File: src/rtl/hfn_pkg.sv
package hfn_pkg;

   // Nibble tables, entry i held at bits [4i+3:4i]
   localparam logic [63:0] P0_TA = 64'h4ACE95B023F6D718;
   localparam logic [63:0] P0_TB = 64'hD9076A4F53218BCE;
   localparam logic [63:0] P0_TC = 64'h17423F8C09D6E5AB;
   localparam logic [63:0] P0_TD = 64'hAC5803B9E6214F7D;
   localparam logic [63:0] P1_TA = 64'h5CA04913E67FDB82;
   localparam logic [63:0] P1_TB = 64'h809F5AD673C4B2E1;
   localparam logic [63:0] P1_TC = 64'hF3B28DE0A96157C4;
   localparam logic [63:0] P1_TD = 64'hA802F746ED3C159B;

   // Permutation variant per chain (3 bits each) and level (bit within group)
   localparam logic [11:0] CHAIN_MAP = 12'b011_110_001_100;

   function automatic logic [3:0] nib_look(input logic [63:0] tab, input logic [3:0] idx);
      return tab[{idx, 2'b00} +: 4];
   endfunction

   function automatic logic [3:0] nib_mix(input logic [3:0] a, input logic [3:0] b);
      return a ^ {b[0], b[3:1]} ^ {a[0], 3'b000};
   endfunction

   function automatic logic [7:0] gf_dbl(input logic [7:0] v, input logic [8:0] poly);
      return {v[6:0], 1'b0} ^ (v[7] ? poly[7:0] : 8'h00);
   endfunction

endpackage

File: src/rtl/hfn_qperm.sv
module hfn_qperm
   import hfn_pkg::*;
#(
   parameter bit VARIANT = 1'b0
) (
   input  logic [7:0] x_in,
   output logic [7:0] y_out
);

   localparam logic [63:0] TA = VARIANT ? P1_TA : P0_TA;
   localparam logic [63:0] TB = VARIANT ? P1_TB : P0_TB;
   localparam logic [63:0] TC = VARIANT ? P1_TC : P0_TC;
   localparam logic [63:0] TD = VARIANT ? P1_TD : P0_TD;

   logic [3:0] hi0, lo0, hi1, lo1, hi2, lo2, hi3, lo3;

   always_comb begin
      hi0   = x_in[7:4];
      lo0   = x_in[3:0];
      hi1   = hi0 ^ lo0;
      lo1   = nib_mix(hi0, lo0);
      hi2   = nib_look(TA, hi1);
      lo2   = nib_look(TB, lo1);
      hi3   = hi2 ^ lo2;
      lo3   = nib_mix(hi2, lo2);
      y_out = {nib_look(TD, lo3), nib_look(TC, hi3)};
   end

endmodule

File: src/rtl/hfn_mds.sv
module hfn_mds
   import hfn_pkg::*;
#(
   parameter int unsigned  BYTES = 4,
   parameter logic [8:0]   POLY  = 9'h169
) (
   input  logic [BYTES*8-1:0] y_word,
   output logic [BYTES*8-1:0] z_word
);

   logic [7:0] c01 [BYTES];
   logic [7:0] c5b [BYTES];
   logic [7:0] cef [BYTES];

   // One product set per column, shared by all rows
   for (genvar c = 0; c < BYTES; c++) begin : g_col
      logic [7:0] x2, x4, x8, x16, x32, x64, x128;
      always_comb begin
         c01[c] = y_word[c*8 +: 8];
         x2     = gf_dbl(c01[c], POLY);
         x4     = gf_dbl(x2, POLY);
         x8     = gf_dbl(x4, POLY);
         x16    = gf_dbl(x8, POLY);
         x32    = gf_dbl(x16, POLY);
         x64    = gf_dbl(x32, POLY);
         x128   = gf_dbl(x64, POLY);
         c5b[c] = c01[c] ^ x2 ^ x8 ^ x16 ^ x64;
         cef[c] = c01[c] ^ x2 ^ x4 ^ x8 ^ x32 ^ x64 ^ x128;
      end
   end

   always_comb begin
      z_word[7:0]   = c01[0] ^ cef[1] ^ c5b[2] ^ c5b[3];
      z_word[15:8]  = c5b[0] ^ cef[1] ^ cef[2] ^ c01[3];
      z_word[23:16] = cef[0] ^ c5b[1] ^ c01[2] ^ cef[3];
      z_word[31:24] = cef[0] ^ c01[1] ^ cef[2] ^ c5b[3];
   end

endmodule

File: src/rtl/hfn_core.sv
module hfn_core
   import hfn_pkg::*;
#(
   parameter int unsigned BYTES    = 4,
   parameter logic [8:0]  MDS_POLY = 9'h169
) (
   input  logic              clk,
   input  logic              rst_n,
   input  logic              valid_in,
   input  logic [BYTES*8-1:0] word_in,
   input  logic [BYTES*8-1:0] key_inner,
   input  logic [BYTES*8-1:0] key_outer,
   output logic              valid_out,
   output logic [BYTES*8-1:0] word_out
);

   localparam int unsigned W      = BYTES * 8;
   localparam int unsigned LEVELS = 3;
   localparam int unsigned LAT    = LEVELS + 1;

   if (BYTES != 4) begin : g_bad_bytes
      $error("hfn_core: BYTES must be 4");
   end
   if (MDS_POLY[8] != 1'b1 || MDS_POLY[0] != 1'b1) begin : g_bad_poly
      $error("hfn_core: MDS_POLY must have degree 8 and constant term");
   end

   logic [W-1:0]   lvl_in  [LEVELS];
   logic [W-1:0]   lvl_out [LEVELS];
   logic [W-1:0]   lvl_q   [LEVELS];
   logic [LAT-1:0] vpipe;
   logic [W-1:0]   mix_w;

   assign lvl_in[0] = word_in;
   assign lvl_in[1] = lvl_q[0] ^ key_inner;
   assign lvl_in[2] = lvl_q[1] ^ key_outer;

   for (genvar j = 0; j < BYTES; j++) begin : g_chain
      for (genvar s = 0; s < LEVELS; s++) begin : g_lvl
         hfn_qperm #(.VARIANT(CHAIN_MAP[j*LEVELS + s])) perm_i (
            .x_in  (lvl_in[s][j*8 +: 8]),
            .y_out (lvl_out[s][j*8 +: 8])
         );
      end
   end

   hfn_mds #(.BYTES(BYTES), .POLY(MDS_POLY)) mds_i (
      .y_word (lvl_q[LEVELS-1]),
      .z_word (mix_w)
   );

   always_ff @(posedge clk or negedge rst_n) begin
      if (!rst_n) vpipe <= '0;
      else        vpipe <= {vpipe[LAT-2:0], valid_in};
   end

   for (genvar s = 0; s < LEVELS; s++) begin : g_stage
      logic load;
      if (s == 0) begin : g_first
         assign load = valid_in;
      end else begin : g_rest
         assign load = vpipe[s-1];
      end
      always_ff @(posedge clk or negedge rst_n) begin
         if (!rst_n)    lvl_q[s] <= '0;
         else if (load) lvl_q[s] <= lvl_out[s];
      end
   end

   always_ff @(posedge clk or negedge rst_n) begin
      if (!rst_n)                 word_out <= '0;
      else if (vpipe[LEVELS-1])   word_out <= mix_w;
   end

   assign valid_out = vpipe[LAT-1];

   // ---------------- assertions ----------------
   logic [2:0] rst_age;
   always_ff @(posedge clk or negedge rst_n) begin
      if (!rst_n)              rst_age <= '0;
      else if (rst_age != 3'd4) rst_age <= rst_age + 3'd1;
   end

   assert_reset_idle_R1: assert property (@(posedge clk) disable iff (!rst_n)
      $rose(rst_n) |-> (!valid_out && word_out == '0));

   assert_latency_fwd_R6: assert property (@(posedge clk) disable iff (!rst_n)
      (rst_age == 3'd4 && $past(valid_in, 4)) |-> valid_out);

   assert_latency_back_R6: assert property (@(posedge clk) disable iff (!rst_n)
      valid_out |-> $past(valid_in, 4));

   assert_hold_R7: assert property (@(posedge clk) disable iff (!rst_n)
      !valid_out |-> $stable(word_out));

   assert_zero_mix_R4: assert property (@(posedge clk) disable iff (!rst_n)
      (vpipe[LEVELS-1] && lvl_q[LEVELS-1] == '0) |=> (word_out == '0));

endmodule

File: config.mk
export PLATFORM = sky130hd
export DESIGN_NAME = hfn_core
export DESIGN_NICKNAME = d
export VERILOG_FILES = /design/src/rtl/hfn_pkg.sv /design/src/rtl/hfn_qperm.sv /design/src/rtl/hfn_mds.sv /design/src/rtl/hfn_core.sv
export SDC_FILE = /design/constraint.sdc
export NUM_CORES = 1
export LEC_CHECK = 0
export BUFFER_PORTS_ARGS = -buffer_cell sky130_fd_sc_hd__buf_4
export CAP_MARGIN = 20
export CORE_MARGIN = 2
export CORE_UTILIZATION = 60
export DETAILED_ROUTE_END_ITERATION = 10
export PLACE_DENSITY = 0.78
export SETUP_SLACK_MARGIN = 0.3
export SYNTH_ARGS = -nofsm -noshare
export SYNTH_HDL_FRONTEND = slang
export SYNTH_SLANG_ARGS = --single-unit
File: constraint.sdc
create_clock -name clk -period 5.3 [get_ports clk]
set_input_delay 0.53 -clock clk [delete_from_list [all_inputs] [get_ports clk]]
set_output_delay 0.53 -clock clk [all_outputs]
set_load 0.01 [all_outputs]
Word level (Yosys, flattened, before mapping)
Index checks and enable logic that the tools add are counted.

Register bits: 132. Input bits: 99. Output and inout port bits: 33. Logic and storage cells: 231.

Shift-type cells: 48. Mux-type cells: 28. Bitwise logic cells: 150.

Operator list (count): $shiftx A64 B7 Y4 const A (48); $xor A8 B8 Y8 (76); $xor A4 B4 Y4 (72); $mux W7 (28); $xor A32 B32 Y32 (2).

Depth between registers and ports, before layout
Gate-level depths: netlist (run 1).

Depth in word-level cells: 18. Depth in mapped cells: 14. Mapped depth without buffers: 14.

Cells and area by module
From an unflattened synthesis (run 1), not the netlist that was laid out.

Cell total of the unflattened synthesis: 1742. Area total of the unflattened synthesis: 18297.5 µm².

By module, submodules not included: hfn_core (cells each 340, area each 6040.8 µm², seq. area each 3303.2 µm², times used 1); hfn_qperm at g_chain[0].g_lvl[2].perm_i ... (cells each 104, area each 913.4 µm², seq. area each 0.0 µm², times used 6); hfn_qperm at g_chain[0].g_lvl[0].perm_i ... (cells each 101, area each 852.1 µm², seq. area each 0.0 µm², times used 6); hfn_mds (cells each 172, area each 1664.1 µm², seq. area each 0.0 µm², times used 1).

Least setup slack after synthesis (run 1)
OpenSTA, ideal clock, no wires.

Path kind: input port to flip-flop. From: in key_outer[12]. To: reg lvl_q[15] in the netlist's numbering. Stages on the path: 13. Data required time: 5.175 ns. Library setup time: 0.125 ns. Path slack: 1.965 ns. Path buffers: 0. Data arrival time: 3.210 ns. Cell sequence: xnor2_1 > xnor2_1 > inv_1 > ha_1 > mux4_2 > xnor2_1 > inv_1 > ha_1 > nor2_1 > nor2_1 > a21oi_1 > mux2i_1 > mux2_2.

Word-level cells in the longest chain between the ends: 7. Elaborated cells on any way between the ends: 9.

Ends and longest elaborated chain: start, declared (line hfn_core.sv:12) `input logic [BYTES*8-1:0] key_outer,`; $xor A32 B32 Y32 (*) (line hfn_core.sv:36) `assign lvl_in[2] = lvl_q[1] ^ key_outer;`; $xor A4 B4 Y4 (2 in series) (line hfn_pkg.sv:21) `return a ^ {b[0], b[3:1]} ^ {a[0], 3'b000};`; $shiftx A64 B7 Y4 (line hfn_pkg.sv:17) `return tab[{idx, 2'b00} +: 4];`; $xor A4 B4 Y4 (line hfn_pkg.sv:21); $xor A4 B4 Y4 (*) (line hfn_pkg.sv:21); $shiftx A64 B7 Y4 (*) (line hfn_pkg.sv:17); end signal, assigned by index (line hfn_core.sv:66) `else if (load) lvl_q[s] <= lvl_out[s];`; end, declared (line hfn_core.sv:30) `logic [W-1:0] lvl_q [LEVELS];`.

Every way passes the cells marked *; elsewhere a longest branch is shown, timed or not. A chain may end at the register's enable or synchronous reset.

Final worst setup path (run 1)
From: reg lvl_q[76] in the netlist's numbering. To: reg lvl_q[47] in the netlist's numbering.

Word-level cells in the longest chain between the ends: 7. Elaborated cells on any way between the ends: 9.

Ends and longest elaborated chain: $xor A32 B32 Y32 (*) (line hfn_core.sv:35) `assign lvl_in[1] = lvl_q[0] ^ key_inner;`; $xor A4 B4 Y4 (2 in series) (line hfn_pkg.sv:21); $shiftx A64 B7 Y4 (line hfn_pkg.sv:17); $xor A4 B4 Y4 (line hfn_pkg.sv:21); $xor A4 B4 Y4 (*) (line hfn_pkg.sv:21); $shiftx A64 B7 Y4 (*) (line hfn_pkg.sv:17).

Marks and branches as above.

==> run metrics, run 1 <==
Die H 167 um; IO Pins 132; TritonCTS clock tree done; CP required 5.65 ns; DRC viols 0; gpl congestion 0.901; synth unique cells 78; global route total overflow 0; DR vias 12,000; Syn Area/Cell 9.29 sq um; Rows 59; max_slew headroom 39.9%; area taken by multi-input logic gates 11,900 sq um; largest net degree at the start of global routing 96; Tightest Hold Check Type in2async; Initial Util 61.1%; critical path class reg2reg; starting DRC count in detailed routing 472; Fillers 2,035; core area 26,100 sq um; die width 167 um; number of standard cells after synthesis 1,713; CP cell instances xnor2_1 > xor2_1 > ha_1 > inv_1 > mux2i_1 > mux2_2 > xnor2_1 > inv_1 > ha_1 > mux4_2 > a21oi_1; Post-CTS Hold Buffers 0; Critical Path AT 3.88 ns; CTS Buf Count 17; hpwl dp 25,100 um; Critical Path Start Type flop; Worst R2R End lvl_q[47]; share of cells above drive strength 1 15.5%; clock sinks 132; GRT Overall Usage 23.0%; EDFF count, synth 0; period utilization 66.7%; Slew @ Worst Pin 0.901 ns; drt wl/cell 14.5 um; area grow syn2layout 11.8%; Crit path largest cell delay 0.58 ns; initial antenna violation count 1; Final ANT Viol Nets 0; R2R depth 11; Final Skew 0.0135 ns; Async SR Flop Fraction 100%; Final Max Tran Viols 0; most common cell after layout, fill and taps aside xnor2_1; status finished clean; # H-tree levels 4; CP Capture Type flop; endpoints failing hold 0; clk buf depth 2; sequential-to-total area share from yosys stat 20.8%; synth warn 0; min Tclk post-route 3.54 ns; Worst-path clk slew 0.07 ns; post-synthesis net count 1,965; Worst path slowest cell xor2_1; CP max FO 10; crit-path leading delay family XOR/XNOR gates; TNS Setup 0 ns; Port Buf Inserts 131; unrepaired setup endpoints after global routing no; clk_lat worst skew 0.43 ns; drt first pass iters 5; final setup vio count 0; root buf cell clkbuf_16; Fmax achieved 283 MHz; PostCTS Resize Cnt 0; first-pass GRT wire length 54,300 um; Post-synth top flop dfrtp_1; post-CTS setup buffer count 0; Seq cells post-synth 132; maxcap violations 0; worst r2r src lvl_q[76]; Post-Syn Area 15,900 sq um; Crit path buffers/inverters 2; Routed Wire Length 31,600 um; worst reg-to-reg setup slack 1.76 ns; most frequent cells in the layout xnor2_1, ha_1, inv_1, buf_4, dfrtp_1; FF/Latch Area 3300 sq um; via-per-instance ratio 5.49; fin nets 2,079; Die Area 27,800 sq um; number of global-route vias before repair 11,700
## worst max-delay path by stage
stage	depth (start not counted)	from	to	slack (ns)
after CTS	13	lvl_q[44]	lvl_q[15]	1.75
after floorplan	13	key_outer[12]	lvl_q[15]	1.97
final	11	lvl_q[76]	lvl_q[47]	1.76
after global placement	14	key_outer[12]	lvl_q[15]	1.65
after global routing	13	lvl_q[44]	lvl_q[15]	1.42
after detailed placement	14	key_outer[12]	lvl_q[15]	1.51
## state kept, by name (all words and copies together), names as in the netlist
signal	flops
lvl_q	96
vpipe	4
word_out	32
## cell usage after synthesis (6+ instances only)
master / n / area [sq um]
o21ai_0: 94 / 470
nor2_1: 113 / 424
o211ai_1: 14 / 105
clkbuf_1: 38 / 143
xnor2_1: 298 / 2610
a31oi_1: 20 / 125
nor3b_1: 6 / 45.0
mux4_2: 24 / 541
nand2b_1: 20 / 125
a21oi_1: 88 / 440
nand2_1: 72 / 270
mux2i_1: 95 / 951
mux2_2: 47 / 529
o311ai_0: 7 / 61.3
ha_1: 153 / 1910
o2111ai_1: 7 / 61.3
inv_1: 138 / 518
xor2_1: 131 / 1150
nor3_1: 21 / 105
a211oi_1: 7 / 52.6
a21o_1: 9 / 67.6
dfrtp_1: 132 / 3300
nor2b_1: 12 / 75.1
nand3_1: 26 / 130
xnor2_2: 25 / 407
## metrics by stage
stage / setup WS, ns / hold slack [ns] / instance area, sq um / instances / utilization, %
finish: 1.76 / 0.208 / 17800 / 2176 / 68.2
global route: 1.42 / 0.300 / 17800 / 2176 / 68.2
CTS: 1.75 / 0.239 / 17800 / 2175 / 68.2
detailed placement: 1.51 / 0.488 / 17200 / 2143 / 66.0
global placement: 1.65 / 0.476 / 17200 / 2143 / 66.0
floorplan: 1.97 / 0.234 / 15900 / 1713 / -
## worst reg2reg max path: cells and delay by family (launching register included)
| family | cells | cell delay, ns |
|---|---|---|
| DFF | 1 | 0.39 |
| AOI/OAI and AO/OA | 1 | 0.15 |
| buffers and inverters | 2 | 0.23 |
| adders and majority gates | 2 | 0.55 |
| xor gates and xnor gates | 3 | 1.33 |
| muxes | 3 | 0.80 |
## cell families after synthesis
logic type | count (synthesis) | synth area share [%]
compound gates | 316 | 12.7
xor+xnor | 469 | 28.3
fa+ha+maj | 156 | 12.2
buf+inv | 180 | 4.25
flops | 132 | 20.8
mux | 173 | 13.6
simple gates | 287 | 8.20
## layer usage
metal	up-vias	routed length (um)	track usage, %
met1	5606	13400	26.7
met5	-	0	0
li1	6104	-	-
met3	52	1030	3.40
met2	195	16500	43.5
met4	0	674	6.93
## final cells by class
class / count / area share [%]
clock inverters: 10 / 0.739
repair buffers: 135 / 5.72
clock buffers: 22 / 2.55
multi-input cells: 1401 / 67.1
well taps: 335 / 2.36
inverters: 140 / 2.95
diodes: 1 / 0.0141
flip-flops and latches: 132 / 18.6
Power of run 1 is left out: the tool's default activity adds up to more than one toggle a clock period on the data nets, which glitch-free logic cannot reach.
==> run 2: changes to the inputs <==
--- a/config.mk
+++ b/config.mk
@@ -8,7 +8,7 @@
 export BUFFER_PORTS_ARGS = -buffer_cell sky130_fd_sc_hd__buf_4
 export CAP_MARGIN = 20
 export CORE_MARGIN = 2
-export CORE_UTILIZATION = 60
+export CORE_UTILIZATION = 57
 export DETAILED_ROUTE_END_ITERATION = 10
 export PLACE_DENSITY = 0.78
 export SETUP_SLACK_MARGIN = 0.3
==> constraint.sdc (replaced) <==
create_clock -name clk -period 3.16 [get_ports clk]
set_input_delay 0.316 -clock clk [delete_from_list [all_inputs] [get_ports clk]]
set_output_delay 0.316 -clock clk [all_outputs]
set_load 0.01 [all_outputs]
==> run 2 against run 1 <==
Effect of this change:
- first-iteration DRC count grew 13%
- die area grew 5.1%
- clock skew grew 0.0020 ns
- highest routed layer unchanged
==> run metrics, run 2 (synthesized netlist as in run 1, its figures left out) <==
Post-DP Area 18,200 sq um (+5.7%); largest register by flop count lvl_q; largest net degree at the start of global routing 80 (-17%); # H-tree levels 4 (unchanged); Tightest Hold Check Type in2reg; gpl congestion 0.908 (+0.70%); Final Max Tran Viols 0 (unchanged); TritonCTS clock tree done; Worst-path clk slew 0.06 ns (about the same); Initial Util 57.6% (-3.5 points); Final Skew 0.0156 ns (+0.00204 ns); most common cell after layout, fill and taps aside buf_4; Rows 61 (+3.4%); area grow syn2layout 35.8%; Slew @ Worst Pin 1.03 ns (+0.125 ns); max_slew headroom 31.6% (-8.3 points); global route total overflow 0 (unchanged); root buf cell clkbuf_16; Ant. Diodes 0 (-1); GRT Overall Usage 24.4% (+1.4 points); CP most frequent cell buf_4; clk buf depth 2 (unchanged); DR vias 13,400 (+12%); Worst path slowest cell mux4_2; status finished clean; Crit path buffers/inverters 3 (+1); critical path class reg2reg; Largest regs lvl_q (96), word_out (32), vpipe (4); hpwl dp 26,400 um (+5.2%); CTS Buf Count 17 (unchanged); DRC viols 0 (unchanged); clock sinks 132 (unchanged); clk_lat worst skew 0.42 ns (about the same); number of global-route vias before repair 12,800 (+9.1%); core area 27,600 sq um (+6.0%); Core Util, Final 78.2% (+9.9 points); via-per-instance ratio 5.55 (+0.94%); first-pass GRT wire length 58,800 um (+8.2%); Critical Path AT 3.40 ns (-0.48 ns); starting DRC count in detailed routing 535 (+13%); pre-CTS WS -0.0366 ns (-1.54 ns); Routed Wire Length 39,700 um (+26%); Die H 171 um (+2.5%); fin nets 2,274 (+9.4%); Port Buf Inserts 131 (unchanged); min Tclk post-route 3.06 ns (-0.477 ns); drt first pass iters 4 (-1); drt wl/cell 16.5 um (+14%); Final ANT Viol Nets 0 (unchanged); Crit path largest cell delay 0.46 ns (-0.12 ns); unrepaired setup endpoints after global routing yes; IO Pins 132 (unchanged); share of cells above drive strength 1 36.2% (+21 points); CP Capture Type flop; crit-path leading delay family multiplexers; Critical Path Start Type flop; CP cell instances xnor2_2 > buf_4 > xor2_4 > ha_4 > inv_1 > mux2i_1 > mux2_4 > xnor2_4 > buf_4 > ha_1 > nor2_1 > mux4_2 > a21oi_1; endpoints failing hold 0 (unchanged); Final WS setup 0.0998 ns (-1.66 ns); CP required 3.50 ns (-2.15 ns); Die Area 29,300 sq um (+5.1%); number of flip-flops in the largest register 96 (unchanged); initial antenna violation count 0 (-1); period utilization 96.8% (+30 points); most frequent cells in the layout buf_4, xnor2_1, ha_1, dfrtp_1, inv_1; Final Cell Area 21,600 sq um (+21%); maxcap violations 0 (unchanged); final setup vio count 0 (unchanged); Fmax achieved 327 MHz (+16%); CP max FO 4 (-6); die width 171 um (+2.5%)
==> run 2: worst reg2reg max path: cells and delay by family (launching register included) <==
kind                     cells  cell delay, ns
AO/OA/AOI/OAI                1            0.16
AND/OR/NAND/NOR              1            0.04
multiplexers                 3            0.85
buffers and inverters        3            0.42
adder cells (fa/ha/maj)      2            0.38
flip-flops                   1            0.41
XOR/XNOR                     3            0.73
==> run 2: routing by layer <==
metal | global-route usage [%] | vias up | part of all wire (%)
met2 | 48.3 | 359 | 55
li1 | - | 6445 | -
met3 | 2.64 | 108 | 3.3
met1 | 26.9 | 6466 | 38
met4 | 8.22 | 0 | 3.7
met5 | 0 | - | 0
==> run 2: worst paths after layout <==
check	from	endpoint	slack, ns	cells past startpoint
worst max-delay path	lvl_q[73]	lvl_q[47]	0.1	13
worst min-delay path	valid_in	vpipe[0]	0.29	1
worst max register to register	lvl_q[73]	lvl_q[47]	0.1	13
worst min register to register	lvl_q[69]	lvl_q[69]	0.50	2
max in group asynchronous	rst_n	lvl_q[0]	1.88	3
min in group asynchronous	rst_n	word_out[30]	0.52	2
==> run 2: area by class of cell <==
cell class / count / area, sq um
clock buffer: 18 / 439
inverter: 140 / 528
tap: 378 / 473
clock inverter: 13 / 134
multi-input combinational: 1401 / 14100
timing repair buffer: 330 / 2620
fill: 1664 / 6030
sequential: 132 / 3310
==> run 2: per-stage QoR <==
step	TNS (ns)	cells	hold WS, ns
global placement	0	2274	0.418
global route	-0.0474	2412	0.306
floorplan	0	1713	0.0204
detailed placement	-0.0930	2274	0.412
CTS	0	2360	0.272
finish	0	2412	0.293
==> run 2: timing repair <==
item / CTS / global route
gates cloned: 0 / 0
resized for setup: 107 / 224
buffers inserted: 54 / 52
endpoints found under the setup margin: 60 / 62
pin swaps: 46 / 99
hold endpoints to repair: 35 / 0
hold buffers: 1 / 0
Power of run 2 is left out for the same reason.
==> run 3: changes to the inputs <==
--- a/config.mk
+++ b/config.mk
@@ -10,8 +10,9 @@
 export CORE_MARGIN = 2
 export CORE_UTILIZATION = 57
 export DETAILED_ROUTE_END_ITERATION = 10
-export PLACE_DENSITY = 0.78
+export PLACE_DENSITY = 0.77
 export SETUP_SLACK_MARGIN = 0.3
 export SYNTH_ARGS = -nofsm -noshare
 export SYNTH_HDL_FRONTEND = slang
+export SYNTH_HIERARCHICAL = 1
 export SYNTH_SLANG_ARGS = --single-unit
==> run 3 against run 2 <==
Effect of this change:
- the run now ends with setup timing left
- clock-buffer cell count rose by 2
- setup slack got worse by 0.18 ns
- routed wire length rose by 32%
- sequential share of layout area fell by 2.8 points
- critical path depth fell by 3
- non-clock buffer count rose by 166
- first-iteration DRC count rose by 48%
- via count rose by 12%
- core utilization rose by 5.4 points
- synthesized cell count rose by 1.7%
- global-route usage rose by 0.86 points
- worst hold slack improved by 0.0092 ns
- largest cell class unchanged
==> run metrics, run 3 <==
status complete, but fails checks; failing checks setup timing; Worst-path clk slew 0.08 ns (+0.02 ns); clk buf depth 2 (unchanged); # H-tree levels 4 (unchanged); Fmax achieved 308 MHz (-5.7%); global route total overflow 0 (unchanged); CP Capture Type flop; number of flip-flops in the largest register 96 (unchanged); IO Pins 132 (unchanged); share of cells above drive strength 1 52.6% (+16 points); Initial Util 58.0% (+0.40 points); Critical Path AT 3.57 ns (+0.17 ns); Async SR Flop Fraction 100% (unchanged); synth warn 6 (+6); starting DRC count in detailed routing 790 (+48%); Tightest Hold Check Type in2reg; Yosys top cell by area dfrtp_1; TNS Setup -0.405 ns (-0.405 ns); hpwl dp 30,000 um (+14%); EDFF count, synth 0 (unchanged); Seq cells post-synth 132 (unchanged); max_slew headroom 22.3% (-9.3 points); drt first pass iters 6 (+2); Slew @ Worst Pin 1.17 ns (+0.140 ns); Ant. Diodes 0 (unchanged); fin nets 2,487 (+9.4%); period utilization 103% (+5.8 points); DRC viols 0 (unchanged); largest register by flop count lvl_q; maxcap violations 0 (unchanged); most common cell after layout, fill and taps aside buf_4; area grow syn2layout 44.1%; Synth top area share 18.1% (-2.7 points); number of global-route vias before repair 14,900 (+17%); CP max FO 5 (+1); first-pass GRT wire length 70,100 um (+19%); Largest regs lvl_q (96), word_out (32), vpipe (4); sequential-to-total area share from yosys stat 18.1% (-2.7 points); Final Skew 0.0237 ns (+0.00813 ns); number of standard cells after synthesis 1,742 (+1.7%); Syn Area/Cell 10.5 sq um (+13%); critical path class reg2reg; top post-synthesis cells by area dfrtp_1, xnor2_1, ha_1; WHS 0.302 ns (+0.00919 ns); Post-synth top flop dfrtp_1; most frequent cells in the layout buf_4, xnor2_1, mux2_4, dfrtp_1, ha_1; endpoints failing hold 0 (unchanged); post-synthesis net count 1,997 (+1.6%); Final WS setup -0.0835 ns (-0.183 ns); unrepaired setup endpoints after global routing yes; initial antenna violation count 0 (unchanged); gpl congestion 0.867 (-4.4%); root buf cell clkbuf_16; GRT Overall Usage 25.3% (+0.86 points); Routed Wire Length 52,400 um (+32%); CTS Buf Count 17 (unchanged); clk_lat worst skew 0.46 ns (+0.04 ns); CP required 3.49 ns (about the same); Post-Syn Area 18,300 sq um (+15%); die width 183 um (+7.1%); Critical Path Start Type flop; Die H 183 um (+7.1%); DR vias 15,000 (+12%); final setup vio count 10 (+10); core area 31,600 sq um (+14%); pre-CTS WS -0.0851 ns (-0.0485 ns); Fillers 1,603 (-3.7%); clock sinks 132 (unchanged); synth unique cells 58 (-26%); Die Area 33,500 sq um (+15%); Final Max Tran Viols 0 (unchanged); Core Util, Final 83.6% (+5.4 points); min Tclk post-route 3.24 ns (+0.183 ns); top cells by count, synth xnor2_1, xor2_1, ha_1, dfrtp_1; largest net degree at the start of global routing 69 (-14%); Rows 65 (+6.6%); Final ANT Viol Nets 0 (unchanged); drt wl/cell 19.8 um (+20%); count leader, synth xnor2_1; via-per-instance ratio 5.67 (+2.3%); TritonCTS clock tree done; Port Buf Inserts 131 (unchanged)
## run 3: cell count changes after synthesis, sizes merged, moves of 22 or more
cell,delta
xor2,+88
nor2,-71
clkbuf,-37
xnor2,-55
a21oi,-59
a211oi,+22
buf,+23
mux2,+84
## run 3: cell families after synthesis
logic type | synth area share [%]
XOR/XNOR | 29.7
AND/OR/NAND/NOR | 7.10
AO/OA/AOI/OAI | 11.6
flip-flops | 18.1
multiplexers | 18.3
adder cells (fa/ha/maj) | 10.7
buffers and inverters | 4.62
## run 3: layer usage
metal	track usage, %	part of all wire [%]	routed length (um)
met5	0	0	0
met4	8.32	4.0	2080
met3	2.94	3.5	1830
met2	50.1	55	28900
met1	27.8	37	19600
## run 3: layout make-up
cell class,count,area [sq um],share of cell area (%)
Multi-Input combinational cell,1453,17400,66.0
Timing Repair Buffer,496,4020,15.2
Sequential cell,132,3320,12.6
Inverter,132,515,1.95
Tap cell,402,503,1.91
Clock buffer,20,467,1.77
Clock inverter,12,153,0.579
## run 3: metrics by stage
step	cells	instance area (sq um)
after floorplan	1742	19200
after global placement	2411	21600
after detailed placement	2411	21600
after CTS	2561	24000
after global routing	2647	26400
final	2647	26400
## run 3: critical path, cell delays in order, from the launching register on
cell and delay [ns]:
dfrtp_1 0.42, xor2_2 0.22, buf_4 0.16, xnor2_1 0.50, nand2_1 0.17, a31oi_1 0.45, xor2_2 0.18, buf_4 0.18
ha_4 0.14, mux4_2 0.45, mux2_4 0.27
## run 3: repair_timing
action,4_1_cts,5_1_grt
pin swaps,93,119
endpoints found under the hold margin,65,0
resized for setup,150,287
setup endpoints to repair,63,71
hold buffers,1,0
cloned,1,0
setup buffers,116,86
## run 3: worst paths after layout
| path | startpoint | to | slack, ns | cells after the start |
|---|---|---|---|---|
| worst max-delay path | lvl_q[50] | lvl_q[23] | -0.08 | 10 |
| worst min-delay path | valid_in | vpipe[0] | 0.30 | 1 |
| worst max register to register | lvl_q[50] | lvl_q[23] | -0.08 | 10 |
| worst min register to register | word_out[2] | word_out[2] | 0.51 | 1 |
| max in group asynchronous | rst_n | word_out[4] | 1.86 | 3 |
| min in group asynchronous | rst_n | lvl_q[59] | 0.45 | 2 |
Power of run 3 is left out for the same reason.
